===== config.mk =====
export PLATFORM = sky130hd
export DESIGN_NAME = flash_prefetch_ctrl
export DESIGN_NICKNAME = d
export VERILOG_FILES = /design/src/rtl/flash_pf_pkg.sv /design/src/rtl/flash_pf_bank.sv /design/src/rtl/flash_pf_line.sv /design/src/rtl/flash_pf_seq.sv /design/src/rtl/flash_prefetch_ctrl.sv
export SDC_FILE = /design/constraint.sdc
export NUM_CORES = 2
export LEC_CHECK = 0
export CAP_MARGIN = 20
export CORE_MARGIN = 2
export CORE_UTILIZATION = 40
export CTS_BUF_LIST = sky130_fd_sc_hd__clkbuf_4 sky130_fd_sc_hd__clkbuf_8 sky130_fd_sc_hd__clkbuf_16
export CTS_CLUSTER_SIZE = 40
export DETAILED_ROUTE_END_ITERATION = 8
export DONT_BUFFER_PORTS = 1
export PLACE_DENSITY_LB_ADDON = 0.08
export REMOVE_ABC_BUFFERS = 1
export SLEW_MARGIN = 0
export SYNTH_ARGS = -nofsm -noshare
export SYNTH_HDL_FRONTEND = slang
export SYNTH_SLANG_ARGS = --single-unit
export TNS_END_PERCENT = 100

===== constraint.sdc =====
create_clock -name clk -period 3.44 [get_ports clk]
set_input_delay 0.516 -clock clk [delete_from_list [all_inputs] [get_ports clk]]
set_output_delay 0.516 -clock clk [all_outputs]
set_load 0.05 [all_outputs]

===== src/rtl/flash_pf_pkg.sv =====
package flash_pf_pkg;

  localparam int LANE_W   = 32;
  localparam int BANK_W   = 128;
  localparam int LINE_W   = 2 * BANK_W;
  localparam int LANES    = BANK_W / LANE_W;
  localparam logic [2:0] WS_MAX = 3'd5;

  typedef enum logic [1:0] {
    ST_IDLE  = 2'd0,
    ST_MISS  = 2'd1,
    ST_ERASE = 2'd2
  } seq_state_e;

  // Content of a never-erased location, derived from its byte address.
  function automatic logic [LANE_W-1:0] factory_word(input logic [15:0] byte_addr);
    return {16'hC0DE, byte_addr};
  endfunction

endpackage


===== src/rtl/flash_pf_bank.sv =====
module flash_pf_bank
  import flash_pf_pkg::*;
#(
  parameter int   ROWS     = 1024,
  parameter int   ROW_W    = 10,
  parameter logic BANK_SEL = 1'b0
) (
  input  logic              clk,
  input  logic              rst_n,
  input  logic [ROW_W-1:0]  rd_row,
  output logic [BANK_W-1:0] rd_data,
  input  logic              clr_en,
  input  logic [ROW_W-1:0]  clr_row
);

  logic [ROWS-1:0] erased_q;
  logic [ROWS-1:0] erased_d;

  always_comb begin
    erased_d = erased_q;
    if (clr_en) begin
      erased_d[clr_row] = 1'b1;
    end
  end

  always_ff @(posedge clk or negedge rst_n) begin
    if (!rst_n) begin
      erased_q <= '0;
    end else begin
      erased_q <= erased_d;
    end
  end

  generate
    for (genvar l = 0; l < LANES; l++) begin : g_lane
      logic [15:0] lane_addr;
      assign lane_addr = 16'({rd_row, BANK_SEL, 2'(l), 2'b00});
      assign rd_data[l*LANE_W +: LANE_W] =
        erased_q[rd_row] ? {LANE_W{1'b1}} : factory_word(lane_addr);
    end
  endgenerate

endmodule


===== src/rtl/flash_pf_line.sv =====
module flash_pf_line
  import flash_pf_pkg::*;
#(
  parameter int ROW_W = 10
) (
  input  logic              clk,
  input  logic              rst_n,
  input  logic              inval,
  input  logic              fill,
  input  logic [ROW_W-1:0]  fill_tag,
  input  logic [LINE_W-1:0] fill_data,
  input  logic [2:0]        fill_sel,
  input  logic [ROW_W-1:0]  look_tag,
  input  logic [2:0]        look_sel,
  output logic              hit,
  output logic [LANE_W-1:0] look_word,
  output logic [LANE_W-1:0] fill_word
);

  logic              valid_q, valid_d;
  logic [ROW_W-1:0]  tag_q, tag_d;
  logic [LINE_W-1:0] data_q;

  always_comb begin
    valid_d = valid_q;
    tag_d   = tag_q;
    if (inval) begin
      valid_d = 1'b0;
    end else if (fill) begin
      valid_d = 1'b1;
    end
    if (fill) begin
      tag_d = fill_tag;
    end
  end

  always_ff @(posedge clk or negedge rst_n) begin
    if (!rst_n) begin
      valid_q <= 1'b0;
      tag_q   <= '0;
    end else begin
      valid_q <= valid_d;
      tag_q   <= tag_d;
    end
  end

  always_ff @(posedge clk) begin
    if (fill) begin
      data_q <= fill_data;
    end
  end

  assign hit       = valid_q && (tag_q == look_tag);
  assign look_word = data_q[{look_sel, 5'b0} +: LANE_W];
  assign fill_word = fill_data[{fill_sel, 5'b0} +: LANE_W];

endmodule


===== src/rtl/flash_pf_seq.sv =====
module flash_pf_seq
  import flash_pf_pkg::*;
#(
  parameter int WORD_AW  = 13,
  parameter int SEC_W    = 1,
  parameter int RPS      = 512,
  parameter int RPS_W    = 9,
  parameter int ROW_W    = 10
) (
  input  logic               clk,
  input  logic               rst_n,
  input  logic               rd_req,
  input  logic [WORD_AW-1:0] rd_word,
  input  logic               hit,
  input  logic               erase_req,
  input  logic [SEC_W-1:0]   erase_sector,
  input  logic               cfg_we,
  input  logic [2:0]         cfg_ws,
  output logic               stall,
  output logic               erase_busy,
  output logic               erase_go,
  output logic               hit_go,
  output logic               fill,
  output logic [WORD_AW-1:0] pend_word,
  output logic               clr_en,
  output logic [ROW_W-1:0]   clr_row
);

  seq_state_e         st_q, st_d;
  logic [2:0]         cnt_q, cnt_d;
  logic [2:0]         ws_q, ws_d;
  logic [WORD_AW-1:0] pend_q, pend_d;
  logic [SEC_W-1:0]   sec_q, sec_d;
  logic [RPS_W-1:0]   idx_q, idx_d;
  logic               idle, rd_go;

  assign idle     = (st_q == ST_IDLE);
  assign erase_go = erase_req && idle;
  assign rd_go    = rd_req && idle && !erase_req;
  assign hit_go   = rd_go && hit;
  assign fill     = (st_q == ST_MISS) && (cnt_q == 3'd0);

  always_comb begin
    st_d   = st_q;
    cnt_d  = cnt_q;
    pend_d = pend_q;
    sec_d  = sec_q;
    idx_d  = idx_q;
    ws_d   = ws_q;
    if (cfg_we) begin
      ws_d = (cfg_ws > WS_MAX) ? WS_MAX : cfg_ws;
    end
    case (st_q)
      ST_IDLE: begin
        if (erase_go) begin
          st_d  = ST_ERASE;
          sec_d = erase_sector;
          idx_d = '0;
        end else if (rd_go && !hit) begin
          st_d   = ST_MISS;
          cnt_d  = ws_q;
          pend_d = rd_word;
        end
      end
      ST_MISS: begin
        if (cnt_q == 3'd0) begin
          st_d = ST_IDLE;
        end else begin
          cnt_d = cnt_q - 3'd1;
        end
      end
      ST_ERASE: begin
        idx_d = idx_q + RPS_W'(1);
        if (idx_q == RPS_W'(RPS - 1)) begin
          st_d = ST_IDLE;
        end
      end
      default: st_d = ST_IDLE;
    endcase
  end

  always_ff @(posedge clk or negedge rst_n) begin
    if (!rst_n) begin
      st_q   <= ST_IDLE;
      cnt_q  <= '0;
      ws_q   <= WS_MAX;
      pend_q <= '0;
      sec_q  <= '0;
      idx_q  <= '0;
    end else begin
      st_q   <= st_d;
      cnt_q  <= cnt_d;
      ws_q   <= ws_d;
      pend_q <= pend_d;
      sec_q  <= sec_d;
      idx_q  <= idx_d;
    end
  end

  assign stall      = !idle;
  assign erase_busy = (st_q == ST_ERASE);
  assign pend_word  = pend_q;
  assign clr_en     = erase_busy;
  assign clr_row    = {sec_q, idx_q};

endmodule


===== src/rtl/flash_prefetch_ctrl.sv =====
module flash_prefetch_ctrl
  import flash_pf_pkg::*;
#(
  parameter int SECTOR_BYTES = 8192,
  parameter int SECTORS      = 2,
  parameter int WORD_AW      = $clog2(2 * SECTORS * SECTOR_BYTES) - 2,
  parameter int SEC_W        = $clog2(SECTORS)
) (
  input  logic               clk,
  input  logic               rst_n,
  input  logic               rd_req,
  input  logic [WORD_AW-1:0] rd_word,
  output logic               rd_valid,
  output logic [LANE_W-1:0]  rd_data,
  output logic               stall,
  input  logic               cfg_we,
  input  logic [2:0]         cfg_ws,
  input  logic               erase_req,
  input  logic [SEC_W-1:0]   erase_sector,
  output logic               erase_busy
);

  localparam int RPS   = SECTOR_BYTES / (BANK_W / 8);
  localparam int RPS_W = $clog2(RPS);
  localparam int ROWS  = SECTORS * RPS;
  localparam int ROW_W = WORD_AW - 3;

  logic               hit, hit_go, fill, erase_go, clr_en;
  logic [WORD_AW-1:0] pend_word;
  logic [ROW_W-1:0]   clr_row;
  logic [BANK_W-1:0]  bank_rd [2];
  logic [LINE_W-1:0]  fill_data;
  logic [LANE_W-1:0]  look_word, fill_word;
  logic               rd_valid_q, rd_valid_d;
  logic [LANE_W-1:0]  rd_data_q, rd_data_d;

  flash_pf_seq #(
    .WORD_AW(WORD_AW), .SEC_W(SEC_W), .RPS(RPS), .RPS_W(RPS_W), .ROW_W(ROW_W)
  ) u_seq (
    .clk(clk), .rst_n(rst_n), .rd_req(rd_req), .rd_word(rd_word), .hit(hit),
    .erase_req(erase_req), .erase_sector(erase_sector),
    .cfg_we(cfg_we), .cfg_ws(cfg_ws),
    .stall(stall), .erase_busy(erase_busy), .erase_go(erase_go),
    .hit_go(hit_go), .fill(fill), .pend_word(pend_word),
    .clr_en(clr_en), .clr_row(clr_row)
  );

  generate
    for (genvar b = 0; b < 2; b++) begin : g_bank
      flash_pf_bank #(
        .ROWS(ROWS), .ROW_W(ROW_W), .BANK_SEL(1'(b))
      ) u_bank (
        .clk(clk), .rst_n(rst_n),
        .rd_row(pend_word[WORD_AW-1:3]), .rd_data(bank_rd[b]),
        .clr_en(clr_en), .clr_row(clr_row)
      );
    end
  endgenerate

  assign fill_data = {bank_rd[1], bank_rd[0]};

  flash_pf_line #(.ROW_W(ROW_W)) u_line (
    .clk(clk), .rst_n(rst_n),
    .inval(erase_go || cfg_we), .fill(fill),
    .fill_tag(pend_word[WORD_AW-1:3]), .fill_data(fill_data),
    .fill_sel(pend_word[2:0]),
    .look_tag(rd_word[WORD_AW-1:3]), .look_sel(rd_word[2:0]),
    .hit(hit), .look_word(look_word), .fill_word(fill_word)
  );

  always_comb begin
    rd_valid_d = hit_go || fill;
    rd_data_d  = rd_data_q;
    if (hit_go) begin
      rd_data_d = look_word;
    end else if (fill) begin
      rd_data_d = fill_word;
    end
  end

  always_ff @(posedge clk or negedge rst_n) begin
    if (!rst_n) begin
      rd_valid_q <= 1'b0;
      rd_data_q  <= '0;
    end else begin
      rd_valid_q <= rd_valid_d;
      rd_data_q  <= rd_data_d;
    end
  end

  assign rd_valid = rd_valid_q;
  assign rd_data  = rd_data_q;

endmodule


* Word-level counts from Yosys, hierarchy flattened
Index checks and enable logic that the tools add are counted.
W data, S select, Z words.
** Operators by class
- $add $sub $neg :: 2
- Magnitude comparators :: 4
- Eq/ne operators :: 11
- Shift operators :: 2
- Muxes and demuxes :: 30
- Bitwise operators :: 3
- Reduce and logical (&&, ||, !) cells :: 24
** Operators by type and width (count)
- $or A1024 B1024 Y1024 :: 2
- $shiftx A256 B9 Y32 :: 2
- $mux W30 :: 8
- $mux W32 :: 2
- $lt A10 B11 Y1 const B :: 2
- $bmux W1 S10 :: 2
- $pmux W9 S2 :: 1
- $mux W3 :: 4
- $demux W1 S10 :: 1
- $eq A10 B10 Y1 :: 1
- $ge A10 B1 Y1 const B :: 1
- $ne A2 B2 Y1 const B :: 5
- $add A9 B1 Y9 const B :: 1
- $eq A9 B9 Y1 const B :: 1
- $mux W9 :: 1
- $logic_and A1 B1 Y1 :: 8
- $mux W2 :: 4
- $reduce_bool A2 Y1 :: 4
- $pmux W2 S3 :: 1
- $pmux W3 S2 :: 1
- $reduce_and A3 Y1 :: 2
- $mux W1 :: 5
- $reduce_and A2 Y1 :: 2
- $reduce_and A4 Y1 :: 1
- other kinds (11) :: 14
** Word-level totals
- Register bits after elaboration :: 2379
- Bits of input ports :: 22
- Output and inout port bits :: 35
- Word-level logic and storage cells :: 89

* Longest topological paths before layout
- Depth in word-level cells :: 7
- Depth in mapped cells :: 16
- Gate-level depth less buffers :: 9

* Cells and area by module
From an unflattened synthesis, not the netlist that was laid out.
** Second synthesis, totals
- Cells, all modules :: 7176
- Area total of the unflattened synthesis :: 103807.1 um^2
** Modules (own cells, without submodules)
- flash_pf_bank at g_bank[0].u_bank :: instances 1, cells each 3249, area each 44402.6 um^2, sequential area each 25624.6 um^2
- flash_pf_bank at g_bank[1].u_bank :: instances 1, cells each 3135, area each 43959.7 um^2, sequential area each 25624.6 um^2
- flash_pf_line :: instances 1, cells each 522, area each 12403.1 um^2, sequential area each 7962.6 um^2
- flash_prefetch_ctrl :: instances 1, cells each 142, area each 1544.0 um^2, sequential area each 825.8 um^2
- flash_pf_seq :: instances 1, cells each 128, area each 1497.7 um^2, sequential area each 778.2 um^2

* Worst setup path before layout
No wires, ideal clock.
- Path type :: flip-flop to flip-flop
- From :: register u_seq.pend_q[3] (netlist: u_seq.pend_word[3])
- To :: register u_line.data_q[237] (data pin)
- Setup time :: 262 ps
- Data arrival time :: 2966 ps
- Data required time :: 3178 ps
- Setup slack :: 212 ps
- Stages on the path, launching flop included :: 14
- Path buffers :: 6
- Period minus slack after synthesis :: 3228 ps
- Cell sequence :: dfrtp_1 > buf_6 > buf_12 > buf_12 > buf_6 > buf_4 > mux4_2 > o211ai_1 > nand4b_1 > o31a_1 > o211ai_1 > a32oi_2 > clkbuf_2 > or2_2
** RTL lines
- start: declaration :: line flash_pf_seq.sv:32 : logic [WORD_AW-1:0] pend_q, pend_d;
- start signal: assignment :: line flash_pf_seq.sv:94 : pend_q <= pend_d;
- end signal: assignment :: line flash_pf_line.sv:49 : data_q <= fill_data;
- end: declaration :: line flash_pf_line.sv:22 : logic [LINE_W-1:0] data_q;

* Final worst setup path
- From :: register u_seq.pend_q[3] (netlist: u_seq.pend_word[3])
- To :: register rd_data_q[8] (netlist: rd_data[8])
** Between the ends
- Word-level cells in the longest chain between the ends :: 6
- Elaborated cells between the ends (all ways) :: 15
- Those cells by class :: shift: 1; mux: 14
** Ends and longest elaborated chain
- $bmux W1 S10 :: line flash_pf_bank.sv:39 : erased_q[rd_row] ? {LANE_W{1'b1}} : factory_word(lane_addr);
- $mux W1 (implied by the code) :: line flash_pf_bank.sv:39
- $mux W30 :: line flash_pf_bank.sv:39
- $shiftx A256 B9 Y32 * :: line flash_pf_line.sv:55 : assign fill_word = fill_data[{fill_sel, 5'b0} +: LANE_W];
- $mux W32 * :: line flash_prefetch_ctrl.sv:76 : end else if (fill) begin
- $mux W32 * :: line flash_prefetch_ctrl.sv:74 : if (hit_go) begin
- end signal: assignment :: line flash_prefetch_ctrl.sv:87 : rd_data_q <= rd_data_d;
- end: declaration :: line flash_prefetch_ctrl.sv:35 : logic [LANE_W-1:0] rd_data_q, rd_data_d;
Mark *: on every way between the ends. The rest lies on a longest branch, timed or not. The select of a mux whose other input is x is not followed.
A chain may end at the register's enable or synchronous reset.

==> out/results.tsv <==
metric	value	unit
status	finished with violations	
violated checks	negative hold slack, negative setup slack	
Reg2Reg Depth	14	
post-route cell area	107100	um^2
Tcrit/Tclk final	121.1	%
nets@finish	6575	
remaining routing DRC violations	0	
Synth area leader	dfrtp_1	
clock transition at the registers of the reported paths	0.06	ns
CP Class	flop to flop	
Sink Count	2128	
power consumption	76.22	mW
Synth Register Bits	2128	
clk buf depth	3	
Worst path slowest cell	mux4_1	
max-slew violations	0	
asr flop ratio synth	98.97	%
max_cap viols	0	
Mean Syn Cell Area	14.44	um^2
CTS tree	built	
max_slew headroom	1.708	%
worst hold margin	-0.3701	ns
most common cell in the netlist	dfrtp_1	
Vias/cell	5.885	
fin util	47.73	%
Synth-to-Final Area Change	18.71	%
gpl congestion	0.8212	
CTS Buf Count	234	
Syn. warnings	0	
worst slew pin tran	1.474	ns
Synth top area share	58.34	%
I/O Buffers	0	
crit start category	flop	
CP max stage delay	0.54	ns
row count	174	
Fillers	19440	
Yosys cell types	89	
Cells after Synth	6251	
Leak	62.95	nW
latest clock arrival within the worst-skew pair	0.88	ns
Crit. End Element	flop	
CP dominant cell by count	buf_12	
Worst R2R Start	u_seq.pend_word[3]	
Placed Cells incl. Taps	9213	
WL per Instance	31.19	um
initial core utilization	40.20	%
r2r setup slk	-0.72	ns
HPWL Detailed	181300	um
vias in the first global route	59560	
final hold viol count	131	
FF+latch area	53390	um^2
crit path max fanout	8	
share of post-route cells with drive strength above 1	25.47	%
Finish-stage setup viols	36	
DRT antenna net count	0	
via count	57300	
die area	229400	um^2
Final min period	4.165	ns
worst slack, placed	-1.627	ns
GRT overflow	0	
router iterations before antenna repair	6	
Worst EP required	4.19	ns
synth top area cells	dfrtp_1 (58%), a21o_1 (14%), mux4_2 (10%), o21bai_1 (2.9%), mux4_1 (2.8%)	
global-route wire length before repair	443100	um
crit path DAT	4.92	ns
commonest cells in the netlist	dfrtp_1 (2,104), a21o_1 (1,694), mux4_2 (407)	
PD cells	711.5	nW/um^2
Post-DP Area	97380	um^2
peak supply drop	0.4617	mV
GRT Util Overall	26.56	%
core area	224500	um^2
Cell Count, Final, Fillers Out	9737	
EDFF count, synth	22	
worst flop-to-flop path endpoint	rd_data[8]	
Fin Setup TNS	-21.56	ns
CTS Hold Bufs	21	
area of the multi-input gates	34340	um^2
Setup Skew	0.03368	ns
crit-path cells	buf_12 > buf_12 > buf_16 > buf_12 > bufbuf_16 > mux4_1 > mux4_2 > nand2_1 > nand4_1 > nand4_1 > buf_4 > a32oi_4 > o22a_4 > o221a_1	
initial antenna violation count	16	
Mapped Area	90240	um^2
largest net degree at the start of global routing	284	
ys flop type	dfrtp_1	
clock root buffer	clkbuf_16	
chip height	479.0	um
Die X-Extent	479.0	um
worst min path class	primary input to asynchronous set/reset pin	
register area share after synthesis	59.14	%
I/O pin cnt	57	
Detailed Route WL	303700	um
Setup WS post-layout	-0.7246	ns
CTS H-tree lvls	4	
Max Fclk	240.1	MHz
RSZ-0062 raised after global routing	true	
number of DRC markers in iteration 0	5420	
==> timing repair <==
action                                  4_1_cts  5_1_grt
pin swaps                                    34       32
hold endpoints to repair                    711      131
endpoints found under the setup margin       36      599
setup buffers                                48       13
gates resized for setup                     104       49
gates cloned                                  9        4
==> layer usage <==
layer	wire length (um)	track usage [%]	part of all wire (%)	up-vias
li1	-	-	-	23830
met1	140600	39.40	46	31520
met2	139300	40.95	46	1566
met3	16720	4.156	5.5	381
met4	7117	6.587	2.3	6
met5	34	0	0.011	-
==> critical path: cells and delay by family, from the launching register on <==
kind / cells / cell delay (ns)
muxes: 2 / 1.03
buffers and inverters: 6 / 1.01
AOI/OAI and AO/OA: 3 / 0.75
and+or+nand+nor: 3 / 0.74
DFF: 1 / 0.47
==> cell usage in the layout (no fill, tap or decap), types with 10 or more instances in the layout <==
cell type,n
a31oi_1,10
mux4_2,412
clkbuf_16,247
nand4_1,16
buf_6,23
nor2_1,42
nor3_1,11
mux4_4,14
a211oi_1,12
edfxtp_1,22
nand3_1,36
a22o_1,15
nand2_1,151
xnor2_1,10
dfrtp_1,2096
inv_1,12
nor2_4,51
mux4_1,91
or2_4,18
nor2b_1,23
buf_16,26
buf_12,129
dlygate4sd3_1,20
o21ai_0,24
a221oi_1,10
a22oi_1,88
and2_1,15
a21oi_1,43
o21bai_1,354
a21o_1,1694
clkbuf_8,57
buf_4,464
mux2_2,35
mux2i_1,103
nand2b_1,21
o22ai_1,10
bufinv_16,14
clkinv_2,40
clkbuf_4,67
==> final cells by class <==
cell class	instances	share of cell area (%)
Antenna cell	4	0.009344
Clock buffer	367	6.878
Clock inverter	64	0.6809
Inverter	14	0.04905
Multi-Input combinational cell	3493	32.05
Sequential cell	2128	49.84
Tap cell	2992	3.495
Timing Repair Buffer	675	6.995
==> worst max path at each step <==
stage / startpoint / endpoint / slack (ns)
floorplan: u_seq.pend_word[3] / rd_data[7] / -18.62
global placement: u_seq.pend_word[3] / u_line.data_q[232] / -1.58
detailed placement: u_seq.pend_word[3] / u_line.data_q[232] / -1.63
CTS: u_seq.pend_word[3] / rd_data[12] / -0.74
global route: u_seq.pend_word[3] / rd_data[8] / -0.76
finish: u_seq.pend_word[3] / rd_data[8] / -0.72
==> where the power goes <==
part / leakage (nW) / switching [mW] / internal, mW
Clock: 4.10 / 10.4 / 15.7
Sequential: 29.4 / 1.00 / 25.8
Combinational: 29.4 / 13.6 / 9.69
Total: 62.9 / 25.0 / 51.2
==> cells by family (layout without fill, tap and decap cells) <==
kind of cell	Yosys count	in the layout	share of synthesized area (%)
xor+xnor	10	10	0.09705
mux	659	659	14.96
compound gates	2351	2351	19.50
simple gates	466	466	2.528
flops	2128	2128	59.14
other cells	0	4	0
buf+inv	630	1120	3.676
fa+ha+maj	7	7	0.09705
==> flip-flops by register name, indices dropped and copies added, names as in the netlist <==
register,cells
u_seq.st_q,2
u_seq.idx_q,9
u_seq.ws_q,3
u_line.data_q,22
u_seq.sec_q,1
u_seq.pend_word,13
u_seq.cnt_q,3
rd_valid,1
rd_data,15
u_line.tag_q,10
g_bank.u_bank.erased_q,2048
u_line.valid_q,1
Note: power is estimated with default switching activity, not from simulation.
